## src/rtl/ppt_pkg.sv

```systemverilog
package ppt_pkg;

  typedef enum logic [3:0] {
    CLS_NONE        = 4'd0,
    CLS_INTACK      = 4'd1,
    CLS_SPECIAL     = 4'd2,
    CLS_IO_RD       = 4'd3,
    CLS_IO_WR       = 4'd4,
    CLS_MEM_RD      = 4'd5,
    CLS_MEM_WR      = 4'd6,
    CLS_CFG_RD      = 4'd7,
    CLS_CFG_WR      = 4'd8,
    CLS_MEM_RD_MULT = 4'd9,
    CLS_MEM_RD_LINE = 4'd10,
    CLS_MEM_WR_INV  = 4'd11,
    CLS_RESERVED    = 4'd12
  } txn_class_e;

  function automatic txn_class_e decode_cmd(input logic [3:0] code);
    case (code)
      4'b0000: return CLS_INTACK;
      4'b0001: return CLS_SPECIAL;
      4'b0010: return CLS_IO_RD;
      4'b0011: return CLS_IO_WR;
      4'b0110: return CLS_MEM_RD;
      4'b0111: return CLS_MEM_WR;
      4'b1010: return CLS_CFG_RD;
      4'b1011: return CLS_CFG_WR;
      4'b1100: return CLS_MEM_RD_MULT;
      4'b1110: return CLS_MEM_RD_LINE;
      4'b1111: return CLS_MEM_WR_INV;
      default: return CLS_RESERVED;
    endcase
  endfunction

  function automatic logic is_reserved(input txn_class_e cls);
    return cls == CLS_RESERVED;
  endfunction

endpackage

```

## src/rtl/ppt_phase_ctl.sv

```systemverilog
module ppt_phase_ctl (
  input  logic clk,
  input  logic rst_n,
  input  logic frame_n,
  input  logic irdy_n,
  input  logic trdy_n,
  output logic in_txn,
  output logic addr_evt,
  output logic xfer_evt,
  output logic end_evt
);

  logic in_txn_q;

  assign addr_evt = !in_txn_q && !frame_n;
  assign xfer_evt = in_txn_q && !irdy_n && !trdy_n;
  assign end_evt  = xfer_evt && frame_n;
  assign in_txn   = in_txn_q;

  always_ff @(posedge clk) begin
    if (!rst_n)        in_txn_q <= 1'b0;
    else if (addr_evt) in_txn_q <= 1'b1;
    else if (end_evt)  in_txn_q <= 1'b0;
  end

endmodule

```

## src/rtl/ppt_cmd_dec.sv

```systemverilog
module ppt_cmd_dec
  import ppt_pkg::*;
(
  input  logic [3:0]  cmd_code,
  output txn_class_e  cls,
  output logic        reserved
);

  assign cls      = decode_cmd(cmd_code);
  assign reserved = is_reserved(cls);

endmodule

```

## src/rtl/ppt_beat_path.sv

```systemverilog
module ppt_beat_path
  import ppt_pkg::*;
#(
  parameter int DATA_W = 32,
  localparam int LANES = DATA_W / 8
) (
  input  logic              clk,
  input  logic              rst_n,
  input  logic              addr_evt,
  input  logic              xfer_evt,
  input  logic              end_evt,
  input  logic [DATA_W-1:0] ad,
  input  logic [LANES-1:0]  cbe_n,
  input  txn_class_e        cls,
  input  logic              reserved,
  output logic [DATA_W-1:0] addr_q,
  output logic [LANES-1:0]  cmd_q,
  output txn_class_e        cls_q,
  output logic              unsup_q,
  output logic              beat_vld,
  output logic              beat_last,
  output logic [LANES-1:0]  beat_be,
  output logic [DATA_W-1:0] beat_data,
  output logic [DATA_W-1:0] beat_addr
);

  function automatic logic [DATA_W-1:0] align_word(input logic [DATA_W-1:0] a);
    return {a[DATA_W-1:2], 2'b00};
  endfunction

  function automatic logic [DATA_W-1:0] next_word(input logic [DATA_W-1:0] a);
    return a + DATA_W'(4);
  endfunction

  logic [DATA_W-1:0] word_q;
  logic [DATA_W-1:0] qual_data;
  logic              fire;

  for (genvar i = 0; i < LANES; i++) begin : g_lane
    assign qual_data[8*i +: 8] = cbe_n[i] ? 8'h00 : ad[8*i +: 8];
  end

  assign fire = xfer_evt && !unsup_q;

  always_ff @(posedge clk) begin
    if (!rst_n) begin
      addr_q    <= '0;
      cmd_q     <= '0;
      cls_q     <= CLS_NONE;
      unsup_q   <= 1'b0;
      word_q    <= '0;
      beat_vld  <= 1'b0;
      beat_last <= 1'b0;
      beat_be   <= '0;
      beat_data <= '0;
      beat_addr <= '0;
    end else begin
      beat_vld  <= fire;
      beat_last <= fire && end_evt;
      beat_be   <= fire ? ~cbe_n : '0;
      beat_data <= fire ? qual_data : '0;
      beat_addr <= fire ? word_q : '0;
      if (addr_evt) begin
        addr_q  <= ad;
        cmd_q   <= cbe_n;
        cls_q   <= cls;
        unsup_q <= reserved;
        word_q  <= align_word(ad);
      end else if (xfer_evt) begin
        word_q  <= next_word(word_q);
      end
    end
  end

endmodule

```

## src/rtl/pci_phase_tracker.sv

```systemverilog
module pci_phase_tracker
  import ppt_pkg::*;
#(
  parameter int DATA_W = 32,
  localparam int LANES = DATA_W / 8
) (
  input  logic              clk,
  input  logic              rst_n,
  input  logic [DATA_W-1:0] ad_i,
  input  logic [LANES-1:0]  cbe_n_i,
  input  logic              frame_n_i,
  input  logic              irdy_n_i,
  input  logic              trdy_n_i,
  output logic              busy_o,
  output logic [DATA_W-1:0] addr_q_o,
  output logic [LANES-1:0]  cmd_q_o,
  output logic [3:0]        class_o,
  output logic              unsupported_o,
  output logic              beat_vld_o,
  output logic              beat_last_o,
  output logic [LANES-1:0]  beat_be_o,
  output logic [DATA_W-1:0] beat_data_o,
  output logic [DATA_W-1:0] beat_addr_o
);

  logic       addr_evt;
  logic       xfer_evt;
  logic       end_evt;
  txn_class_e dec_cls;
  logic       dec_reserved;
  txn_class_e cls_q;

  ppt_phase_ctl u_phase (
    .clk      (clk),
    .rst_n    (rst_n),
    .frame_n  (frame_n_i),
    .irdy_n   (irdy_n_i),
    .trdy_n   (trdy_n_i),
    .in_txn   (busy_o),
    .addr_evt (addr_evt),
    .xfer_evt (xfer_evt),
    .end_evt  (end_evt)
  );

  ppt_cmd_dec u_dec (
    .cmd_code (cbe_n_i[3:0]),
    .cls      (dec_cls),
    .reserved (dec_reserved)
  );

  ppt_beat_path #(.DATA_W(DATA_W)) u_beat (
    .clk       (clk),
    .rst_n     (rst_n),
    .addr_evt  (addr_evt),
    .xfer_evt  (xfer_evt),
    .end_evt   (end_evt),
    .ad        (ad_i),
    .cbe_n     (cbe_n_i),
    .cls       (dec_cls),
    .reserved  (dec_reserved),
    .addr_q    (addr_q_o),
    .cmd_q     (cmd_q_o),
    .cls_q     (cls_q),
    .unsup_q   (unsupported_o),
    .beat_vld  (beat_vld_o),
    .beat_last (beat_last_o),
    .beat_be   (beat_be_o),
    .beat_data (beat_data_o),
    .beat_addr (beat_addr_o)
  );

  assign class_o = cls_q;

endmodule

```

## config.mk

```make
export PLATFORM = sky130hd
export DESIGN_NAME = pci_phase_tracker
export DESIGN_NICKNAME = d
export VERILOG_FILES = /design/src/rtl/ppt_pkg.sv /design/src/rtl/ppt_phase_ctl.sv /design/src/rtl/ppt_cmd_dec.sv /design/src/rtl/ppt_beat_path.sv /design/src/rtl/pci_phase_tracker.sv
export SDC_FILE = /design/constraint.sdc
export NUM_CORES = 1
export LEC_CHECK = 0
export ABC_CLOCK_PERIOD_IN_PS = 1900
export CELL_PAD_IN_SITES_DETAIL_PLACEMENT = 1
export CELL_PAD_IN_SITES_GLOBAL_PLACEMENT = 1
export CORE_UTILIZATION = 40
export CTS_BUF_LIST = sky130_fd_sc_hd__clkbuf_16
export CTS_CLUSTER_SIZE = 8
export DETAILED_ROUTE_END_ITERATION = 8
export DONT_BUFFER_PORTS = 1
export PLACE_DENSITY = 0.69
export SYNTH_ARGS = -nofsm -noshare
export SYNTH_HDL_FRONTEND = slang
export SYNTH_SLANG_ARGS = --single-unit
```

## constraint.sdc

```tcl
create_clock -name clk -period 1.9 [get_ports clk]
set_input_delay 0.19 -clock clk [delete_from_list [all_inputs] [get_ports clk]]
set_output_delay 0.19 -clock clk [all_outputs]
set_load 0.01 [all_outputs]
```

==> out/summary.txt, run 1 <==
status: finished clean
pin count of the biggest net entering global routing: 74
area share of the largest cell type after synthesis: 0.525
Pre-antenna DRT Iters: 4
drt total wl: 16.1 mm
number of global-route vias before repair: 4,825
post-synthesis sequential area ratio: 0.525
area of the mapped netlist: 5340 sq um
clk_lat worst skew: 0.41 ns
GRT Overall Usage: 0.239
Slew @ Worst Pin: 0.575 ns
drt wl/cell: 19.6 microns
number of synthesized flops with an enable pin: 0
ANT nets after route: 0
fin crit period: 1.83 ns
Max Slew Vio Count: 0
CP Capture Type: flip-flop
slowest stage delay, CP: 0.38 ns
register share of total power: 0.455
H-tree levels: 4
routed via count divided by cell count: 5.52
# clock sinks: 140
CP Launch Type: flip-flop
Max-slew headroom: 0.617
Hold WS: 0.00686 ns
Synth cell types: 57
layout cells sized above 1: 0.127
predominant post-synthesis flop cell: dfxtp_1
DR iter-0 viols: 213
Power Density: 1040 nW/um^2
post-synth top area cell: dfxtp_1
Worst Path Max Fanout: 5
routed via count: 4,550
Crit Path Category: reg2reg
Hold Violations, Final: 0
Antenna Cells: 0
Max Cap Viol: 0
clk_skew: 0.00455 ns
root buffer cell: clkbuf_16
DP Wirelength: 10.5 mm
Async S/R FF share, synth: 0
YS warnings: 0
CTS Buf Count: 17
fin util: 0.521
worst min path class: in2reg
top post-synthesis cells by area: dfxtp_1, and2_1, nand2_1
initial core utilization: 0.416
Die Height: 118 microns
total congestion overflow: 0
sw frac: 0.227
CTS tree: done
DRC Markers: 0
Max clock buf depth: 2
I/O Pins: 153
final worst-path cycle share: 0.963
final setup vio count: 0
Tot Pwr: 6.96 mW
die area: 13,800 sq um
number of cells produced by synthesis: 593
Crit path arrival time: 2.12 ns
# port buffers: 0
Worst-path clk slew: 0.06 ns
internal power: 5.38 mW
critical path's slowest cell: dfxtp_4
initial antenna violation count: 0
#FFs+latches synth: 140
area grow syn2layout: 25.0%
Psw: 1.58 mW
Gate power share: 0.064
Core Rows: 41
Max IR drop VDD: 473 uV
clock share of power: 0.480
mean post-synth cell area: 9.01 sq um
DIE WIDTH: 118 microns
Leak Pwr: 2.66 nW
CP required: 2.20 ns
Final #Nets: 686
global-route wire length before repair: 25.7 mm
Placer Congestion: 0.805
FMAX: 547 MHz
Critical Path, Cell by Cell: ha_4 -> nand4_1 -> nor4_4 -> buf_6 -> a31oi_1 -> or3b_1
Core Region: 12,800 sq um
==> sequential cells by signal, summed over array words and instances (netlist names) <==
register and flops:
u_beat.addr_q 32, u_beat.beat_be 4, u_beat.beat_vld 1, u_beat.cls_q 4, u_beat.word_q 30, u_phase.in_txn 1, u_beat.unsup_q 1, u_beat.beat_data 32
u_beat.beat_last 1, u_beat.beat_addr 30, u_beat.cmd_q 4
==> what timing repair did <==
action | CTS | global route
gates cloned | 0 | 1
pin swaps | 1 | 5
endpoints found under the hold margin | 91 | 0
setup buffers | 1 | 7
endpoints found under the setup margin | 1 | 22
gates resized for setup | 0 | 13
hold buffers | 38 | 0
==> synth_stat cells (all sizes together), types with 3 or more instances <==
cell / count
dfxtp: 140
nand2: 98
and2: 59
a21oi: 54
clkbuf: 29
nand3: 28
a31oi: 19
nor2: 19
and3: 17
buf: 16
o21ai: 12
and4: 11
nand4: 9
nor3: 8
or3: 8
nor4: 6
a21boi: 4
inv: 4
o211ai: 4
or3b: 4
or4: 4
a211o: 3
ha: 3
==> per-layer routing <==
layer | routed length, microns | part of all wire | vias to the layer above | track usage
met5 | 0 | 0 | - | 0
met4 | 382 | 0.024 | 0 | 0.107
met3 | 776 | 0.048 | 28 | 0.0673
met2 | 8300 | 0.51 | 120 | 0.419
met1 | 6680 | 0.41 | 2237 | 0.268
li1 | - | - | 2165 | -
==> power groups by stage <==
| stage | clock [mW] | combinational, mW | sequential (mW) |
|---|---|---|---|
| 2_1_floorplan | 0 | 0.262 | 3.19 |
| 3_3_place_gp | 0 | 0.344 | 3.22 |
| 3_5_place_dp | 0 | 0.360 | 3.23 |
| 4_1_cts | 3.40 | 0.442 | 3.17 |
| 5_1_grt | 3.52 | 0.496 | 3.18 |
| 6_report | 3.34 | 0.446 | 3.17 |
==> cell families after synthesis <==
logic type | share of synthesized area
xor+xnor | 0.00164
flops | 0.525
buf+inv | 0.0419
mux | 0.0122
simple gates | 0.283
other cells | 0.000702
compound gates | 0.129
fa+ha+maj | 0.00703
==> worst max-delay path: cells and delay by family (launching register included) <==
kind,cells,cell delay [ns]
AO/OA/AOI/OAI,1,0.07
adder cells (fa/ha/maj),1,0.15
buffers and inverters,1,0.17
flip-flops,1,0.38
AND/OR/NAND/NOR,3,0.94
==> area by class of cell <==
cell class	instances	area (sq um)
flip-flops and latches	140	2810
clock inverters	13	160
fillers	1489	6150
inverters	5	20.0
well taps	172	215
multi-input cells	404	2370
repair buffers	74	677
clock buffers	17	425
==> layout by cell type, fill, tap and decap left out, drive strengths merged, types with 2 or more instances in the layout <==
cell type,n
a21boi,4
a41oi,2
o21a,2
dlygate4sd3,38
o21ai,12
nand3,28
and3,17
nor2,19
or3,8
nand2b,2
buf,36
clkinv,6
o31a,2
a21oi,54
inv,7
mux2,2
ha,3
and4,11
a211o,3
o211ai,4
a221o,2
nor3b,2
or2,2
a31oi,19
or4,4
dfxtp,140
or3b,4
nand2,98
and2,59
conb,2
bufinv,4
mux2i,2
nor4,6
clkbuf,17
nor3,8
nand4,9
==> worst paths after layout <==
kind	start	endpoint	slack, ns	depth (start not counted)
max	u_beat.word_q[3]	u_beat.word_q[28]	0.07	6
min	ad_i[13]	u_beat.addr_q[13]	0.007	2
max reg2reg	u_beat.word_q[3]	u_beat.word_q[28]	0.07	6
min reg2reg	u_beat.addr_q[6]	u_beat.addr_q[6]	0.50	2
==> metrics by stage <==
| step | setup slack, ns | instance area (sq um) | cells | setup TNS, ns |
|---|---|---|---|---|
| 5_1_grt | -0.0223 | 6680 | 825 | -0.0346 |
| 3_3_place_gp | 0.0171 | 5600 | 748 | 0 |
| 4_1_cts | 0.0185 | 6570 | 817 | 0 |
| 3_5_place_dp | 0.0364 | 5600 | 748 | 0 |
| 6_report | 0.0706 | 6680 | 825 | 0 |
| 2_1_floorplan | 0.126 | 5350 | 594 | 0 |
(Power assumes the default switching activity.)
==> run 2: changes to the inputs <==
--- a/config.mk
+++ b/config.mk
@@ -5,6 +5,7 @@
 export SDC_FILE = /design/constraint.sdc
 export NUM_CORES = 1
 export LEC_CHECK = 0
+export ABC_AREA = 1
 export ABC_CLOCK_PERIOD_IN_PS = 1900
 export CELL_PAD_IN_SITES_DETAIL_PLACEMENT = 1
 export CELL_PAD_IN_SITES_GLOBAL_PLACEMENT = 1
@@ -13,7 +14,7 @@
 export CTS_CLUSTER_SIZE = 8
 export DETAILED_ROUTE_END_ITERATION = 8
 export DONT_BUFFER_PORTS = 1
-export PLACE_DENSITY = 0.69
+export PLACE_DENSITY = 0.72
 export SYNTH_ARGS = -nofsm -noshare
 export SYNTH_HDL_FRONTEND = slang
 export SYNTH_SLANG_ARGS = --single-unit
==> run 2 against run 1 <==
  * Sequential power hardly changed
  * Sequential cell count unchanged
  * Wire length decreased by 1.7%
  * Combinational power up 9.0%
  * Synthesized cell count rose by 21%
  * Via count rose by 2.6%
  * Non-clock buffer count shrank 28
  * Clock-buffer cell count stayed put
  * Core utilization fell by 2.8 points
  * Cell count is 15% higher
  * Clock skew rose by 0.0070 ns
  * Register-to-register slack better by 0.15 ns
  * Critical endpoint unchanged
==> out/summary.txt, run 2 <==
Gate power share: 0.073
FMAX: 594 MHz
RR Endpoint: u_beat.word_q[28]
Die Height: 118 microns
DIE WIDTH: 118 microns
number of global-route vias before repair: 5,118
number of cells produced by synthesis: 717
Leak Pwr: 2.70 nW
Worst-path clk slew: 0.06 ns
Final #Nets: 801
mean post-synth cell area: 7.53 sq um
area grow syn2layout: 20.3%
unrepaired setup endpoints after global routing: no
CP required: 2.21 ns
H-tree levels: 4
DR iter-0 viols: 180
worst reg-to-reg path cell count: 10
predominant post-synthesis flop cell: dfxtp_1
# clock sinks: 140
Max Slew Vio Count: 0
Crit Path Category: reg2reg
r2r startpoint: u_beat.word_q[3]
final worst-path cycle share: 0.886
DP Wirelength: 11.0 mm
ANT nets after route: 0
Worst Setup SP: u_beat.word_q[3]
Core Rows: 42
CP Capture Type: flip-flop
#FFs+latches synth: 140
Antenna Cells: 0
routed via count: 4,670
sw frac: 0.250
final setup vio count: 0
clk_lat worst skew: 0.43 ns
Max Cap Viol: 0
CTS Buf Count: 17
worst min path class: in2reg
Hold WS: 0.0229 ns
Critical Path, Cell by Cell: ha_1 -> nand2_1 -> nor2_4 -> nand2_2 -> nor2_4 -> nand3_1 -> nor2_1 -> nand2_1 -> nand3_1 -> nand2_1
Synth cell types: 31
Placer Congestion: 0.796
post-synth top area cell: dfxtp_1
Max IR drop VDD: 564 uV
initial antenna violation count: 0
critical path buffer and inverter count: 0
Pre-antenna DRT Iters: 4
# Post-CTS Setup Buffers: 0
pin count of the biggest net entering global routing: 56
post-synthesis sequential area ratio: 0.519
area of the mapped netlist: 5400 sq um
area share of the largest cell type after synthesis: 0.519
I/O Pins: 153
YS warnings: 0
hold depth: 2
number of synthesized flops with an enable pin: 0
setup tns final: 0 ns
Psw: 1.67 mW
DRC Markers: 0
Crit path max-delay family: simple AND/OR/NAND/NOR gates
Hold Path End: u_beat.addr_q[28]
Hold Violations, Final: 0
slowest stage delay, CP: 0.38 ns
Async S/R FF share, synth: 0
Fill cells: 1,662
Worst Path Max Fanout: 5
Max clock buf depth: 2
routed via count divided by cell count: 4.94
biggest regs: u_beat.addr_q: 32 flops, u_beat.beat_data: 32 flops
drt wl/cell: 16.8 microns
CTS tree: done
top post-synthesis cells by area: dfxtp_1, nand2_1, inv_1
Crit path depth: 10
Crit path arrival time: 2.00 ns
most frequent cell after synthesis: nand2_1
internal power: 4.99 mW
Core Region: 13,200 sq um
total congestion overflow: 0
# port buffers: 0
root buffer cell: clkbuf_16
layout cells sized above 1: 0.0910
GRT Overall Usage: 0.240
most frequent cells in the layout: nand2_1, dfxtp_1, inv_1
register share of total power: 0.474
fin crit period: 1.68 ns
global-route wire length before repair: 25.9 mm
R2R setup slack: 0.22 ns
status: finished clean
Max-slew headroom: 0.447
clock share of power: 0.453
drt total wl: 15.9 mm
clk_skew: 0.0116 ns
Power Density: 1030 nW/um^2
most instantiated cells after synthesis: nand2_1, dfxtp_1, inv_1, nor2_1, a21oi_1
Slew @ Worst Pin: 0.826 ns
critical path's slowest cell: dfxtp_1
most used cell, CP: nand2_1
worst hold start: ad_i[28]
most common cell after layout, fill and taps aside: nand2_1
die area: 14,000 sq um
initial core utilization: 0.409
CP Launch Type: flip-flop
## run 2: cell count changes after synthesis, sizes merged, moves of 13 or more
cell,delta
nor2,+98
inv,+97
nand2,+75
and2,-57
o21ai,+32
clkbuf,-21
and3,-17
a31oi,-13
## run 2: final cells by class
| type | count | area [sq um] | share of cell area |
|---|---|---|---|
| clock buffer | 17 | 425 | 0.0655 |
| tap | 176 | 220 | 0.0339 |
| multi-input combinational | 450 | 2090 | 0.322 |
| inverter | 102 | 385 | 0.0593 |
| clock inverter | 14 | 108 | 0.0166 |
| sequential | 140 | 2800 | 0.432 |
| timing repair buffer | 46 | 465 | 0.0717 |
## run 2: worst max-delay path by stage
| stage | to | slack, ns |
|---|---|---|
| 6_report | u_beat.word_q[28] | 0.22 |
| 2_1_floorplan | u_beat.word_q[28] | 0.46 |
| 5_1_grt | u_beat.word_q[21] | 0.04 |
| 3_5_place_dp | u_beat.beat_addr[31] | 0.09 |
| 4_1_cts | u_beat.beat_addr[31] | 0.07 |
| 3_3_place_gp | u_beat.beat_addr[31] | 0.16 |
## run 2: power by group through the flow
stage | clock network (mW) | logic [mW] | registers, mW
finish | 3.02 | 0.486 | 3.16
detailed placement | 0 | 0.409 | 3.23
floorplan | 0 | 0.301 | 3.20
CTS | 3.09 | 0.488 | 3.16
global route | 3.20 | 0.550 | 3.17
global placement | 0 | 0.390 | 3.22
## run 2: repair_timing
item                       4_1_cts  5_1_grt
hold buffers                    38        0
setup endpoints to repair        0        2
hold endpoints to repair        82        0
gates resized for setup          0        3
## run 2: kinds of logic after synthesis
| family | after synthesis | share of synthesized area |
|---|---|---|
| AND/OR/NAND/NOR | 321 | 0.251 |
| flip-flops | 140 | 0.519 |
| buffers and inverters | 128 | 0.0971 |
| AO/OA/AOI/OAI | 113 | 0.107 |
| XOR/XNOR | 11 | 0.0178 |
| adder cells (fa/ha/maj) | 3 | 0.00695 |
| other | 1 | 0.000695 |
## run 2: stage by stage
step | area [sq um] | setup WS [ns] | std cells | power, mW | util
floorplan | 5400 | 0.464 | 718 | 3.50 | -
global placement | 5570 | 0.163 | 876 | 3.61 | 0.423
detailed placement | 5570 | 0.0886 | 876 | 3.63 | 0.423
CTS | 6490 | 0.0688 | 945 | 6.74 | 0.492
global route | 6490 | 0.0389 | 945 | 6.92 | 0.492
finish | 6490 | 0.217 | 945 | 6.66 | 0.492
## run 2: metal layers
metal  track usage  vias up  wire length (microns)
li1              -     2289                      -
met1         0.266     2241                   6420
met2         0.424      113                   8100
met3        0.0724       27                    989
met4         0.105        0                    356
met5             0        -                      0
